===== src/rtl/rstseq_pkg.sv =====
package rstseq_pkg;
    typedef enum logic [1:0] {
        ST_HOLD  = 2'd0,
        ST_DELAY = 2'd1,
        ST_RUN   = 2'd2
    } seq_state_t;

    localparam int FLAG_BIT_POR = 0;
    localparam int FLAG_BIT_EXT = 1;
endpackage


===== src/rtl/rstseq_delay_cnt.sv =====
module rstseq_delay_cnt #(
    parameter int LIM_FAST  = 5,
    parameter int LIM_SLOW1 = 512,
    parameter int LIM_SLOW2 = 4096,
    parameter int LIM_SLOW3 = 16384,
    parameter int CNT_W     = 15
) (
    input  logic       clk,
    input  logic       por_req,
    input  logic       cnt_clr,
    input  logic       cnt_en,
    input  logic [1:0] startup_sel,
    input  logic       slow_tick,
    output logic       cnt_done
);
    logic [CNT_W-1:0] cnt_q;
    logic [CNT_W-1:0] lim;
    logic             tick_eff;
    logic             adv;

    always_comb begin
        unique case (startup_sel)
            2'b00:   lim = CNT_W'(LIM_FAST);
            2'b01:   lim = CNT_W'(LIM_SLOW1);
            2'b10:   lim = CNT_W'(LIM_SLOW2);
            default: lim = CNT_W'(LIM_SLOW3);
        endcase
    end

    assign tick_eff = (startup_sel == 2'b00) ? 1'b1 : slow_tick;
    assign adv      = cnt_en & tick_eff;
    assign cnt_done = adv & (cnt_q == (lim - CNT_W'(1)));

    always_ff @(posedge clk or posedge por_req) begin
        if (por_req)
            cnt_q <= '0;
        else if (cnt_clr)
            cnt_q <= '0;
        else if (adv)
            cnt_q <= cnt_q + CNT_W'(1);
    end

    // a cleared counter starts from zero on the next cycle
    p_cnt_clear_r2: assert property (@(posedge clk) disable iff (por_req)
        cnt_clr |=> (cnt_q == '0));

    // a slow select with no tick leaves the count untouched
    p_no_tick_hold_r4: assert property (@(posedge clk) disable iff (por_req)
        (!cnt_clr && startup_sel != 2'b00 && !slow_tick) |=> $stable(cnt_q));
endmodule


===== src/rtl/rstseq_fsm.sv =====
module rstseq_fsm
    import rstseq_pkg::*;
(
    input  logic clk,
    input  logic por_req,
    input  logic sync_req,
    input  logic cnt_done,
    output logic cnt_clr,
    output logic cnt_en,
    output logic seq_busy
);
    seq_state_t state_q, state_d;

    always_ff @(posedge clk or posedge por_req) begin
        if (por_req)
            state_q <= ST_HOLD;
        else
            state_q <= state_d;
    end

    always_comb begin
        state_d = state_q;
        if (sync_req) begin
            state_d = ST_HOLD;
        end else begin
            unique case (state_q)
                ST_HOLD:  state_d = ST_DELAY;
                ST_DELAY: if (cnt_done) state_d = ST_RUN;
                ST_RUN:   state_d = ST_RUN;
                default:  state_d = ST_HOLD;
            endcase
        end
    end

    always_comb begin
        cnt_clr  = (state_q != ST_DELAY);
        cnt_en   = (state_q == ST_DELAY);
        seq_busy = (state_q != ST_RUN);
    end

    // any synchronous request lands the machine in HOLD
    p_req_holds_r2: assert property (@(posedge clk) disable iff (por_req)
        sync_req |=> (state_q == ST_HOLD));

    // RUN is reached only from DELAY on the terminal count
    p_run_entry_r3: assert property (@(posedge clk) disable iff (por_req)
        (state_q != ST_RUN) ##1 (state_q == ST_RUN) |-> $past(cnt_done));

    // RUN is left only when a request arrives
    p_run_stays_r10: assert property (@(posedge clk) disable iff (por_req)
        (state_q == ST_RUN && !sync_req) |=> (state_q == ST_RUN));
endmodule


===== src/rtl/rstseq_cause.sv =====
module rstseq_cause
    import rstseq_pkg::*;
(
    input  logic       clk,
    input  logic       por_req,
    input  logic       ext_rst_n,
    input  logic       flag_wr,
    input  logic [1:0] flag_wdata,
    output logic       flag_por,
    output logic       flag_ext
);
    logic por_q, ext_q;

    always_ff @(posedge clk or posedge por_req) begin
        if (por_req) begin
            por_q <= 1'b1;
            ext_q <= 1'b0;
        end else begin
            if (!ext_rst_n)
                ext_q <= 1'b1;
            else if (flag_wr && !flag_wdata[FLAG_BIT_EXT])
                ext_q <= 1'b0;
            if (flag_wr && !flag_wdata[FLAG_BIT_POR])
                por_q <= 1'b0;
        end
    end

    assign flag_por = por_q;
    assign flag_ext = ext_q;

    // the external request sets its flag even against a clear
    p_ext_sets_r8: assert property (@(posedge clk) disable iff (por_req)
        !ext_rst_n |=> ext_q);

    // without a clearing write the power-on flag holds
    p_por_sticky_r7: assert property (@(posedge clk) disable iff (por_req)
        (!flag_wr || flag_wdata[FLAG_BIT_POR]) |=> $stable(por_q));

    // with no external request and no clear, the external flag holds
    p_ext_sticky_r9: assert property (@(posedge clk) disable iff (por_req)
        (ext_rst_n && (!flag_wr || flag_wdata[FLAG_BIT_EXT])) |=> $stable(ext_q));
endmodule


===== src/rtl/reset_sequencer.sv =====
module reset_sequencer #(
    parameter int LIM_FAST  = 5,
    parameter int LIM_SLOW1 = 512,
    parameter int LIM_SLOW2 = 4096,
    parameter int LIM_SLOW3 = 16384
) (
    input  logic       clk,
    input  logic       por_req,
    input  logic       ext_rst_n,
    input  logic       wdt_timeout,
    input  logic [1:0] startup_sel,
    input  logic       slow_tick,
    input  logic       flag_wr,
    input  logic [1:0] flag_wdata,
    output logic       rst_out,
    output logic       flag_por,
    output logic       flag_ext
);
    localparam int CNT_RAW = $clog2(LIM_SLOW3 + 1);
    localparam int CNT_W   = (CNT_RAW < 14) ? 14 : CNT_RAW;

    logic sync_req;
    logic cnt_clr, cnt_en, cnt_done, seq_busy;

    assign sync_req = ~ext_rst_n | wdt_timeout;

    rstseq_fsm u_fsm (
        .clk      (clk),
        .por_req  (por_req),
        .sync_req (sync_req),
        .cnt_done (cnt_done),
        .cnt_clr  (cnt_clr),
        .cnt_en   (cnt_en),
        .seq_busy (seq_busy)
    );

    rstseq_delay_cnt #(
        .LIM_FAST  (LIM_FAST),
        .LIM_SLOW1 (LIM_SLOW1),
        .LIM_SLOW2 (LIM_SLOW2),
        .LIM_SLOW3 (LIM_SLOW3),
        .CNT_W     (CNT_W)
    ) u_cnt (
        .clk         (clk),
        .por_req     (por_req),
        .cnt_clr     (cnt_clr),
        .cnt_en      (cnt_en),
        .startup_sel (startup_sel),
        .slow_tick   (slow_tick),
        .cnt_done    (cnt_done)
    );

    rstseq_cause u_cause (
        .clk        (clk),
        .por_req    (por_req),
        .ext_rst_n  (ext_rst_n),
        .flag_wr    (flag_wr),
        .flag_wdata (flag_wdata),
        .flag_por   (flag_por),
        .flag_ext   (flag_ext)
    );

    assign rst_out = por_req | sync_req | seq_busy;

    // the cycle after a watchdog pulse still holds reset
    p_wdt_stretch_r5: assert property (@(posedge clk) disable iff (por_req)
        wdt_timeout |=> rst_out);
endmodule


===== config.mk =====
export PLATFORM = sky130hd
export DESIGN_NAME = reset_sequencer
export DESIGN_NICKNAME = d
export VERILOG_FILES = /design/src/rtl/rstseq_pkg.sv /design/src/rtl/rstseq_delay_cnt.sv /design/src/rtl/rstseq_fsm.sv /design/src/rtl/rstseq_cause.sv /design/src/rtl/reset_sequencer.sv
export SDC_FILE = /design/constraint.sdc
export NUM_CORES = 1
export LEC_CHECK = 0
export ABC_CLOCK_PERIOD_IN_PS = 3100
export BUFFER_PORTS_ARGS = -buffer_cell sky130_fd_sc_hd__buf_4
export CORE_MARGIN = 10
export CORE_UTILIZATION = 60
export DETAILED_ROUTE_END_ITERATION = 12
export GPL_ROUTABILITY_DRIVEN = 0
export PLACE_DENSITY = 0.93
export SLEW_MARGIN = 5
export SYNTH_ARGS = -nofsm -noshare
export SYNTH_HDL_FRONTEND = slang
export SYNTH_SLANG_ARGS = --single-unit
export TNS_END_PERCENT = 50

===== constraint.sdc =====
create_clock -name clk -period 3.1 [get_ports clk]
set_input_delay 0.465 -clock clk [delete_from_list [all_inputs] [get_ports clk]]
set_output_delay 0.465 -clock clk [all_outputs]
set_load 0.05 [all_outputs]

Word level (Yosys, flattened, before mapping):

Cells that the tools add are included.

* add/sub/neg operators: 2
* eq/ne operators: 9
* multiplexer cells: 9
* bitwise logic cells: 6
* reductions and logical operators: 7

Operators with widths (number)
* $pmux W15 S3: 1
* $mux W15: 2
* $add A15 B1 Y15 const B: 1
* $eq A15 B15 Y1: 1
* $sub A15 B1 Y15 const B: 1
* $pmux W2 S3: 1
* $eq A2 B1 Y1 const B: 2
* $eq A2 B2 Y1 const B: 2
* $logic_not A2 Y1: 2
* $mux W2: 2
* $ne A2 B1 Y1 const B: 2
* $mux W1: 3
* $ne A3 B3 Y1 const B: 1
* $or A1 B1 Y1: 3
* $and A1 B1 Y1: 2
* $logic_and A1 B1 Y1: 2
* $logic_not A1 Y1: 2
* $ne A2 B2 Y1 const B: 1
* $reduce_bool A2 Y1: 1
* $not A1 Y1: 1

* flip-flop bits (word level): 19
* output and inout port bits: 3

Longest topological paths before layout:

* depth after elaboration: 8
* depth in mapped cells: 6
* gate-level depth less buffers: 6

By module:

From an unflattened synthesis, not the netlist that was laid out.

* cell total of the unflattened synthesis: 118
* area, all modules: 1129.8 um^2

By module, submodules not included
* rstseq_delay_cnt: instances 1, cells each 91, area each 863.3 um^2, sequential area each 375.4 um^2
* rstseq_fsm: instances 1, cells each 17, area each 168.9 um^2, sequential area each 50.0 um^2
* rstseq_cause: instances 1, cells each 8, area each 81.3 um^2, sequential area each 51.3 um^2
* reset_sequencer: instances 1, cells each 2, area each 16.3 um^2, sequential area each 0.0 um^2

Least setup slack after synthesis:

Ideal clock, no wire load.

* path type: input-to-output
* start point: input port por_req
* end point: output port rst_out
* data arrival time: 1436 ps
* path slack: 1199 ps
* stages: 2
* path through: inv_1 nand3_1

* word-level cells in the longest chain between the ends: 2

Ends and longest elaborated chain
* start: declaration: RTL line reset_sequencer.sv:8 `input logic por_req,`
* $or A1 B1 Y1 (2 in a row): RTL line reset_sequencer.sv:63 `assign rst_out = por_req | sync_req | seq_busy;`
* end: declaration: RTL line reset_sequencer.sv:15 `output logic rst_out,`

Every way passes these cells.

Worst setup path after layout:

* start point: register u_cnt.cnt_q[9]
* end point: register u_fsm.state_q[0]

* word-level cells in the longest chain between the ends: 3

Ends and longest elaborated chain
* start: declaration: RTL line rstseq_delay_cnt.sv:16 `logic [CNT_W-1:0] cnt_q;`
* start signal: assignment: RTL line rstseq_delay_cnt.sv:40 `cnt_q <= cnt_q + CNT_W'(1);`
* $eq A15 B15 Y1: RTL line rstseq_delay_cnt.sv:32 `assign cnt_done = adv & (cnt_q == (lim - CNT_W'(1)));`
* $and A1 B1 Y1: RTL line rstseq_delay_cnt.sv:32
* $ne A3 B3 Y1 (no line)
* end signal: assignment: RTL line rstseq_fsm.sv:18 `state_q <= state_d;`
* end: declaration: RTL line rstseq_fsm.sv:12 `seq_state_t state_q, state_d;`

Every way passes these cells.
A chain may end at the register's enable or synchronous reset.

==> metrics <==
status=finished, final reports clean; EDFF count, synth=0; fmax=between 400 and 500 MHz; Mapped Area=roughly 0.0011 mm^2; Max Slew Vio Count=0; r2r setup slk=about 1.1 ns; Area Overhead vs Synth=13.9%; Antenna Nets Post-Route=0; crit path max fanout=4; fillers=134; Starting Density=0.631; Critical Path Start Type=flip-flop; initial antenna violation count=0; Bufs and invs on worst path=0; Setup Viol. Count Final=0; layout cells sized above 1=0.189; Antenna Cells=0; Worst-Margin Slew=between 0.5 and 0.6 ns; Hold Crit Class=in -> async; PD cells=353 mW/mm^2; Setup Skew=0.00105 ns; H-tree Lvls=1; HPWL Detailed=1.69 mm; mean post-synth cell area=about 9.4 um^2; gr ovfl total=0; clock buffer depth=2; slowest cell on the critical path=or4b_4; Port Buffer Count=12; total CTS buffers=3; largest net degree at the start of global routing=21; # IOs=13; area share of the largest cell type after synthesis=0.413; Cell Chain, Critical Path=nor4_1 > a31oi_1 > or4b_4 > or4_1 > nand3_1; Root Buffer=clkbuf_4; fin nets=between 100 and 150; Setup crit end kind=flip-flop; Synth async-reset ratio=1.00; sequential share of the synthesized area=0.437; Cell Rows=15; die area=0.00392 mm^2; clk slew on worst S/H paths=0.10 ns; critical path's top delay family=simple AND/OR/NAND/NOR gates; r2r startpoint=u_cnt.cnt_q[9]; gr usage total=0.120; Clock Latency Late Sink=~0.30 ns; post-synth cell types=32; drt initial violations=33; max-cap check violation count=0; Yosys reg bits=19; first-pass GRT wire length=between 3 and 4 mm; commonest non-fill, non-tap cell in the layout=dfrtp_1; final setup TNS=0 ns; CP peak stage delay=approximately 0.53 ns; P_leak=around 0.53 nW; clk sink count=19; Mapped Cells=approximately 120; DRC viols=0; RSZ-0062 raised after global routing=false; total wire length=2.31 mm; Synthesized Nets=130; Fin. Hold Viols=0; Crit path required time=around 3.3 ns; vias in the first global route=924; routed vias/inst=just under 6; CORE AREA=approximately 0.0017 mm^2; Worst Path Arrival=2.29 ns; Via Count=920; Post-CTS Hold Buffers=0; Peak VDD IR=294 uV; die width=roughly 63 um; Hold WS=0.178 ns; Final min period=slightly above 2 ns; top_reg_cell synth=dfrtp_1; Post-CTS Resized=0; wire per inst=14.7 um; chip height=around 63 um; Relative slew margins=0.623; Setup crit start=u_cnt.cnt_q[9]; period utilisation layout=0.661; Synth area leader=dfrtp_1; Setup CP Type=reg -> reg; Setup Fix Bufs, Post-CTS=0; Synth Warn #=0; TritonRoute pass-1 iters=4; most frequent cells in the layout=dfrtp_1 (18), nor2_1 (16), buf_4 (13); CTS tree=yes; synth top area cells=dfrtp_1 (41%), xor2_1 (8.0%), nor2_1 (5.5%), ha_1 (4.6%), nand4_1 (4.0%)
[cell type report]
class / count / area, um^2 / share of cell area
tap: 25 / 31.3 / 0.0252
multi-input combinational: 90 / 587 / 0.473
inverter: 6 / 22.5 / 0.0181
clock buffer: 4 / 26.3 / 0.0212
timing repair buffer: 13 / 97.6 / 0.0786
sequential: 19 / 477 / 0.384
[logic make-up (layout without fill, tap and decap cells)]
family | Yosys count | in the layout | synth area share
buffers and inverters | 7 | 23 | 0.0241
AND/OR/NAND/NOR | 57 | 57 | 0.270
adder cells (fa/ha/maj) | 5 | 5 | 0.0551
flip-flops | 19 | 19 | 0.437
AO/OA/AOI/OAI | 13 | 13 | 0.0930
XOR/XNOR | 15 | 15 | 0.121
[worst min-delay path: cells and delay by family]
| family | cells | cell delay, ns |
|---|---|---|
| buffers and inverters | 3 | 0.40 |
[where the power goes]
part	switching, mW	internal (mW)	total (mW)
Clock	0.0736	0.0502	0.124
Sequential	0.00475	0.252	0.256
Combinational	0.0347	0.0231	0.0578
[path summary, 6_finish.rpt]
path / end / depth (start not counted)
setup / recovery: u_fsm.state_q[0] / 5
hold reg to reg: u_cause.flag_por / 1
min in group clk: u_cause.flag_ext / 2
setup reg to reg: u_fsm.state_q[0] / 5
max in group asynchronous: u_cause.flag_por / 3
hold / removal: u_cnt.cnt_q[7] / 3
[registers in the layout, indices dropped and copies added, names as in the netlist]
| register | flops |
|---|---|
| u_fsm.state_q | 2 |
| u_cause.flag_ext | 1 |
| u_cause.flag_por | 1 |
| u_cnt.cnt_q | 15 |
[cells in the mapped netlist (all sizes together), types with 2 or more instances]
cell and n:
nor4 2, or4 2, nand2 11, nor2 17, nand4 7, inv 5, nand3 7, a32oi 2
xnor2 5, ha 4, nor3 2, xor2 10, dfrtp 18, and3 5, o21a 2, o21ai 3
[through the flow]
stage | std cells | power, mW | cell area (um^2) | util | setup WS [ns]
floorplan | 116 | 0.296 | 1090 | - | 1.20
global placement | 153 | 0.316 | 1210 | 0.704 | 1.09
detailed placement | 153 | 0.319 | 1210 | 0.704 | 1.02
CTS | 157 | 0.442 | 1240 | 0.719 | 1.08
global route | 157 | 0.459 | 1240 | 0.719 | 0.957
finish | 157 | 0.438 | 1240 | 0.719 | 1.05
[metal layers]
layer | GRT usage | wire, um | up-vias
li1 | - | - | 441
met1 | 0.128 | 937 | 450
met2 | 0.210 | 1230 | 23
met3 | 0.0305 | 89 | 6
met4 | 0.0642 | 50 | 0
met5 | 0 | 0 | -
Power figures use the tool's default switching activity.
